<file path="src/rtl/bcd_add_pkg.sv">
package bcd_add_pkg;
  localparam int DIGIT_W = 4;
  localparam logic [DIGIT_W-1:0] MAX_DIGIT = 4'd9;
  localparam logic [DIGIT_W-1:0] FIX_VAL = 4'd6;
  // Threshold of ten expressed in units of two (bit 0 excluded).
  localparam logic [DIGIT_W-1:0] HALF_TEN = 4'd5;
endpackage

</file>
<file path="src/rtl/bcd_fa.sv">
module bcd_fa (
  input  logic x,
  input  logic y,
  input  logic ci,
  output logic s,
  output logic co
);
  logic p;
  assign p  = x ^ y;
  assign s  = p ^ ci;
  assign co = (x & y) | (ci & p);
endmodule

</file>
<file path="src/rtl/bcd_ha.sv">
module bcd_ha (
  input  logic x,
  input  logic y,
  output logic s,
  output logic co
);
  assign s  = x ^ y;
  assign co = x & y;
endmodule

</file>
<file path="src/rtl/bcd_bin_stage.sv">
module bcd_bin_stage #(
  parameter int W = 4
) (
  input  logic [W-1:0] op_a,
  input  logic [W-1:0] op_b,
  input  logic         cin,
  output logic [W-1:0] raw_sum,
  output logic         raw_carry
);
  logic [W:0] chain;
  assign chain[0] = cin;

  for (genvar i = 0; i < W; i++) begin : g_rip
    bcd_fa u_fa (
      .x (op_a[i]),
      .y (op_b[i]),
      .ci(chain[i]),
      .s (raw_sum[i]),
      .co(chain[i+1])
    );
  end

  assign raw_carry = chain[W];

  // ripple total matches integer addition
  always_comb begin
    p_ripple_total_r1: assert (int'({raw_carry, raw_sum}) == int'(op_a) + int'(op_b) + int'(cin))
      else $error("ripple total mismatch");
  end
endmodule

</file>
<file path="src/rtl/bcd_ovf_detect.sv">
module bcd_ovf_detect
  import bcd_add_pkg::*;
(
  input  logic       bin_carry,
  input  logic [3:1] bin_hi,
  output logic       fix_en
);
  // Minimized sum of products; bit 0 of the total is not an input.
  assign fix_en = bin_carry | (bin_hi[3] & bin_hi[2]) | (bin_hi[3] & bin_hi[1]);

  // fires exactly when total/2 is at least five
  always_comb begin
    p_detect_threshold_r3: assert (fix_en == ({bin_carry, bin_hi} >= HALF_TEN))
      else $error("overflow detect disagrees with threshold");
  end
endmodule

</file>
<file path="src/rtl/bcd_fix_stage.sv">
module bcd_fix_stage (
  input  logic [3:0] bin_sum,
  input  logic       fix_en,
  output logic [3:0] fixed
);
  logic c1, c2, c3;

  assign fixed[0] = bin_sum[0];

  bcd_ha u_ha1 (.x(bin_sum[1]), .y(fix_en), .s(fixed[1]), .co(c1));
  bcd_fa u_fa2 (.x(bin_sum[2]), .y(fix_en), .ci(c1), .s(fixed[2]), .co(c2));
  bcd_ha u_ha3 (.x(bin_sum[3]), .y(c2), .s(fixed[3]), .co(c3));

  // no correction leaves the total untouched
  always_comb begin
    p_pass_through_r4: assert (fix_en || (fixed == bin_sum))
      else $error("uncorrected digit altered");
  end

  // totals 10..15 wrap past sixteen, so the dropped carry is set
  always_comb begin
    p_drop_carry_r8: assert (!(fix_en && bin_sum >= 4'd10) || c3)
      else $error("expected discarded carry");
  end
endmodule

</file>
<file path="src/rtl/bcd_digit_adder.sv">
module bcd_digit_adder
  import bcd_add_pkg::*;
(
  input  logic [3:0] dig_a,
  input  logic [3:0] dig_b,
  input  logic       carry_in,
  output logic [3:0] dec_sum,
  output logic       dec_carry
);
  logic [DIGIT_W-1:0] bin_sum;
  logic               bin_carry;
  logic               fix_en;

  bcd_bin_stage #(.W(DIGIT_W)) u_bin (
    .op_a     (dig_a),
    .op_b     (dig_b),
    .cin      (carry_in),
    .raw_sum  (bin_sum),
    .raw_carry(bin_carry)
  );

  bcd_ovf_detect u_det (
    .bin_carry(bin_carry),
    .bin_hi   (bin_sum[3:1]),
    .fix_en   (fix_en)
  );

  bcd_fix_stage u_fix (
    .bin_sum(bin_sum),
    .fix_en (fix_en),
    .fixed  (dec_sum)
  );

  assign dec_carry = fix_en;

  logic ops_ok;
  assign ops_ok = (dig_a <= MAX_DIGIT) && (dig_b <= MAX_DIGIT);

  // result is a legal digit
  always_comb begin
    p_legal_digit_r2: assert (!ops_ok || dec_sum <= MAX_DIGIT)
      else $error("illegal result digit");
  end

  // decimal weighting of carry and digit
  always_comb begin
    p_decimal_total_r1: assert (!ops_ok ||
        (10 * int'(dec_carry) + int'(dec_sum) == int'(dig_a) + int'(dig_b) + int'(carry_in)))
      else $error("decimal total mismatch");
  end

  // least significant result bit is the parity of the inputs
  always_comb begin
    p_lsb_parity_r5: assert (dec_sum[0] == (dig_a[0] ^ dig_b[0] ^ carry_in))
      else $error("bit 0 parity mismatch");
  end
endmodule

</file>
<file path="config.mk">
export PLATFORM = sky130hd
export DESIGN_NAME = bcd_digit_adder
export DESIGN_NICKNAME = d
export VERILOG_FILES = /design/src/rtl/bcd_add_pkg.sv /design/src/rtl/bcd_fa.sv /design/src/rtl/bcd_ha.sv /design/src/rtl/bcd_bin_stage.sv /design/src/rtl/bcd_ovf_detect.sv /design/src/rtl/bcd_fix_stage.sv /design/src/rtl/bcd_digit_adder.sv
export SDC_FILE = /design/constraint.sdc
export NUM_CORES = 1
export LEC_CHECK = 0
export ABC_AREA = 1
export BUFFER_PORTS_ARGS = -buffer_cell sky130_fd_sc_hd__buf_2
export CORE_AREA = 3 3 40 42
export DETAILED_ROUTE_END_ITERATION = 8
export DIE_AREA = 0 0 43 45
export PLACE_DENSITY_LB_ADDON = 0.1
export SYNTH_ARGS = -nofsm -noshare
export SYNTH_HDL_FRONTEND = slang
export SYNTH_SLANG_ARGS = --single-unit
</file>
<file path="constraint.sdc">
create_clock -name vclk -period 4
set_input_delay 0.6 -clock vclk [all_inputs]
set_output_delay 0.6 -clock vclk [all_outputs]
set_load 0.02 [all_outputs]
</file>
# == Word-level counts from Yosys, hierarchy flattened ==
# Index checks and enable logic that the tools add are counted.
# totals
word_cells,32
in_bits,9
ff_bits,0
# classes
bitwise,32
# ops
cell,n
bitwise AND 1 bit,13
XOR 1 bit,12
OR 1 bit,7

# == Longest topological paths before layout ==
# logic_depth
ltp_word,15
ltp_mapped,13

# == Hierarchy ==
# From an unflattened synthesis, not the netlist that was laid out.
# unflattened
cells_unflattened,12
area_unflattened_um2,153.9
# by_module_without_submodules
mod,area_per_inst_um2,instances,cells_per_inst,seq_area_each_um2
bcd_fa,20.0,5,1,0.0
bcd_ha,12.5,2,1,0.0
bcd_ovf_detect,21.3,1,4,0.0
bcd_fix_stage,7.5,1,1,0.0

# == Worst setup path before layout ==
# No wires, ideal clock.
# synth_path
kind,input -> output
startpoint,input dig_a[0]
endpoint,output dec_sum[3]
path_stages,13
slack_ns,0.207
t_arrival_ns,3.193
path_buffers,1
required_time_ns,3.400
cell_sequence,fa_1 > inv_1 > fa_1 > fa_1 > fa_1 > inv_1 > nand2_1 > nand2_1 > ha_1 > inv_1 > fa_1 > xor2_1 > buf_4
# synth_via
elab_chain_len,15
# synth_rtl
item,line,text
start: declaration,bcd_digit_adder.sv:4,"input logic [3:0] dig_a,"
XOR 1 bit,bcd_fa.sv:9,assign p = x ^ y;
bitwise AND 1 bit,bcd_fa.sv:11,assign co = (x & y) | (ci & p);
OR 1 bit (*),bcd_fa.sv:11,
bitwise AND 1 bit,bcd_fa.sv:11,
OR 1 bit,bcd_fa.sv:11,
bitwise AND 1 bit,bcd_fa.sv:11,
OR 1 bit,bcd_fa.sv:11,
bitwise AND 1 bit or XOR 1 bit (tied branches),"bcd_fa.sv:11, bcd_fa.sv:10",
OR 1 bit or bitwise AND 1 bit (tied branches),"bcd_fa.sv:11, bcd_ovf_detect.sv:9",
OR 1 bit,bcd_ovf_detect.sv:9,assign fix_en = bin_carry | (bin_hi[3] & bin_hi[2]) | (bin_hi[3] & bin_hi[1]);
OR 1 bit (*),bcd_ovf_detect.sv:9,
named net dec_carry,bcd_digit_adder.sv:8,output logic dec_carry
bitwise AND 1 bit or XOR 1 bit (tied branches),"bcd_ha.sv:8, bcd_fa.sv:9",
bitwise AND 1 bit,bcd_fa.sv:11,
OR 1 bit (*),bcd_fa.sv:11,
XOR 1 bit (*),bcd_ha.sv:7,assign s = x ^ y;
end: declaration,bcd_digit_adder.sv:7,"output logic [3:0] dec_sum,"
# The timed path passes the listed nets; every way through them passes the cells marked *.

# == Final worst setup path ==
# layout_path
startpoint,input dig_a[0]
endpoint,output dec_sum[2]
# layout_via
elab_chain_len,13
# layout_rtl
item,line,text
XOR 1 bit,bcd_fa.sv:9,
bitwise AND 1 bit,bcd_fa.sv:11,
OR 1 bit (*),bcd_fa.sv:11,
bitwise AND 1 bit,bcd_fa.sv:11,
OR 1 bit,bcd_fa.sv:11,
bitwise AND 1 bit,bcd_fa.sv:11,
OR 1 bit,bcd_fa.sv:11,
bitwise AND 1 bit or XOR 1 bit (tied branches),"bcd_fa.sv:11, bcd_fa.sv:10",
OR 1 bit or bitwise AND 1 bit (tied branches),"bcd_fa.sv:11, bcd_ovf_detect.sv:9",
OR 1 bit (2 in series),bcd_ovf_detect.sv:9,
XOR 1 bit or bitwise AND 1 bit (tied branches),"bcd_fa.sv:9, bcd_ha.sv:8",
XOR 1 bit (*),bcd_fa.sv:10,assign s = p ^ ci;
# Mark *: on every way between the ends. The rest lies on a longest branch, timed or not.

==> out/qor.txt <==
Worst Path Buf+Inv: 6
CP cell instances: buf_2, fa_1, inv_1, fa_1, fa_1, fa_1, inv_2, nand2_1, nand2_1, ha_1, inv_1, fa_1, inv_1, buf_2
Critical Path End Type: primary output
Non-Filler Instances: 52
unrepaired setup endpoints after global routing: no
cts repair resizes: 0
vias in the first global route: 157
most frequent CP cell: fa_1
Setup CP Type: in -> out
worst min path class: in -> out
Starting Density: 16.8%
sequential power share: 0%
DRC violations left: 0
Max VDD drop: 0.0666 mV
Seq. cell area: 0 µm²
Int Pwr: 0.0352 mW
Max-slew headroom: 91.2%
fin crit period: 3.83 ns
num rows: 13
sequential cells: 0
slowest cell on the critical path: fa_1
setup TNS: 0 ns
Crit path largest cell delay: 0.54 ns
Cell variety after synth: 7
most frequent cells in the layout: buf_2 (13), inv_1 (11), fa_1 (5), nand2_1 (3)
final hold violations: 0
worst setup path endpoint: dec_sum[2]
Seq/Total Area, Yosys: 0%
Yosys top cell area share: 46.2%
vias: 173
Critical Path AT: 3.23 ns
die width: 43 µm
max_cap viols: 0
Crit. Startpoint: dig_a[0]
grt total ovfl: 0
core region area: 1280 µm²
Hold-fix buffers, CTS: 0
Gate power share: 100.0%
Levels on crit path: 14
placement-stage cell area: 275 µm²
Lkg Pwr: 0.174 nW
nets: 54
fill cell count: 146
FMAX: 261 MHz
CP max FO: 2
DIE AREA: 1940 µm²
routability congestion estimate: 0.549
most common cell after layout, fill and taps aside: buf_2
Post-Syn Area: 216 µm²
dpl hpwl: 390 µm
Iter 0 DRT Violations: 2
syn_area_per_cell: 8.02 µm²
Ports: 14
slew at the pin with the worst max-slew slack: 0.133 ns
clock buffer count: 0
GRT Util Overall: 4.01%
Placed Instances: 52
Area contributors post-synth: fa_1 (46%), inv_1 (21%), buf_4 (14%)
first-pass GRT wire length: 621 µm
number of setup buffers added after CTS: 0
Yosys warning count: 0
initial antenna violation count: 0
Syn Inst Count: 27
Routed WL: 381 µm
clock power share: 0%
Worst Path Required: 3.40 ns
switching share of total power: 60.2%
Power Density: 318 nW/µm²
DRT Pass-1 Iters: 2
layout cells sized above 1: 43.2%
syn nets: 42
Routed Antenna Nets: 0
P_sw: 0.0532 mW
PortBufs: 14
CP startpoint kind: primary input
status: finished clean
Final setup viols: 0
largest net degree at the start of global routing: 3
WL/cell: 7.33 µm
Pins Over Slew Limit: 0
Die H: 45 µm
Via density: 3.33
post-route cell area: 278 µm²
CP delay by family, top: adder cells
Yosys top cell by area: fa_1
# diodes: 0
synthesis-to-finish area growth: 28.3%
fin crit share: 95.9%
==> layout make-up <==
| class | count | area (µm²) | share of cell area (%) |
|---|---|---|---|
| Tap cell | 15 | 18.8 | 6.76 |
| Timing Repair Buffer | 14 | 72.6 | 26.1 |
| Inverter | 12 | 45.0 | 16.2 |
| Multi-Input combinational cell | 11 | 141 | 50.9 |
==> layer usage <==
layer | share of wire [%] | wire (µm) | track usage [%] | vias to the layer above
li1 | - | - | - | 88
met1 | 35 | 135 | 5.10 | 77
met2 | 53 | 203 | 7.49 | 8
met3 | 11 | 41 | 0.797 | 0
met4 | 0 | 0 | 0 | 0
met5 | 0 | 0 | 0 | -
==> power groups by stage <==
| stage | Clock (mW) | Sequential (mW) | Combinational (mW) |
|---|---|---|---|
| 6_report | 0 | 0 | 0.0884 |
| 3_3_place_gp | 0 | 0 | 0.0851 |
| 2_1_floorplan | 0 | 0 | 0.0811 |
| 4_1_cts | 0 | 0 | 0.0881 |
| 5_1_grt | 0 | 0 | 0.101 |
| 3_5_place_dp | 0 | 0 | 0.0874 |
==> cell families (layout without fill, tap and decap cells) <==
logic type	Yosys count	after routing	share of synthesized area, %
AO/OA/AOI/OAI	1	1	4.05
buffers and inverters	16	26	34.7
adder cells (fa/ha/maj)	6	6	52.0
AND/OR/NAND/NOR	3	3	5.20
XOR/XNOR	1	1	4.05
==> worst min path at each step <==
stage              from          to  slack [ns]  cells past startpoint
3_5_place_dp   carry_in  dec_sum[0]        1.59                      3
6_report       carry_in  dec_sum[0]        1.58                      3
4_1_cts        carry_in  dec_sum[0]        1.59                      3
2_1_floorplan  carry_in  dec_sum[0]        1.46                      2
3_3_place_gp   carry_in  dec_sum[0]        1.57                      3
5_1_grt        carry_in  dec_sum[0]        1.60                      3
==> stage by stage <==
stage          power (mW)  setup slack [ns]  utilization [%]  hold WS [ns]
4_1_cts            0.0881             0.112             21.4          1.59
3_3_place_gp       0.0851             0.145             21.4          1.57
6_report           0.0884             0.166             21.6          1.58
5_1_grt             0.101            0.0142             21.6          1.60
2_1_floorplan      0.0811             0.207                -          1.46
3_5_place_dp       0.0874             0.122             21.4          1.59
==> worst min-delay path: stages <==
cell and delay, ns:
buf_2 0.08, fa_1 0.14, buf_2 0.15
==> synthesized netlist by cell type, drive strengths merged <==
cell,n
nand2,3
xor2,1
ha,1
fa,5
buf,4
a21oi,1
inv,12
Note: power is estimated with default switching activity, not from simulation.
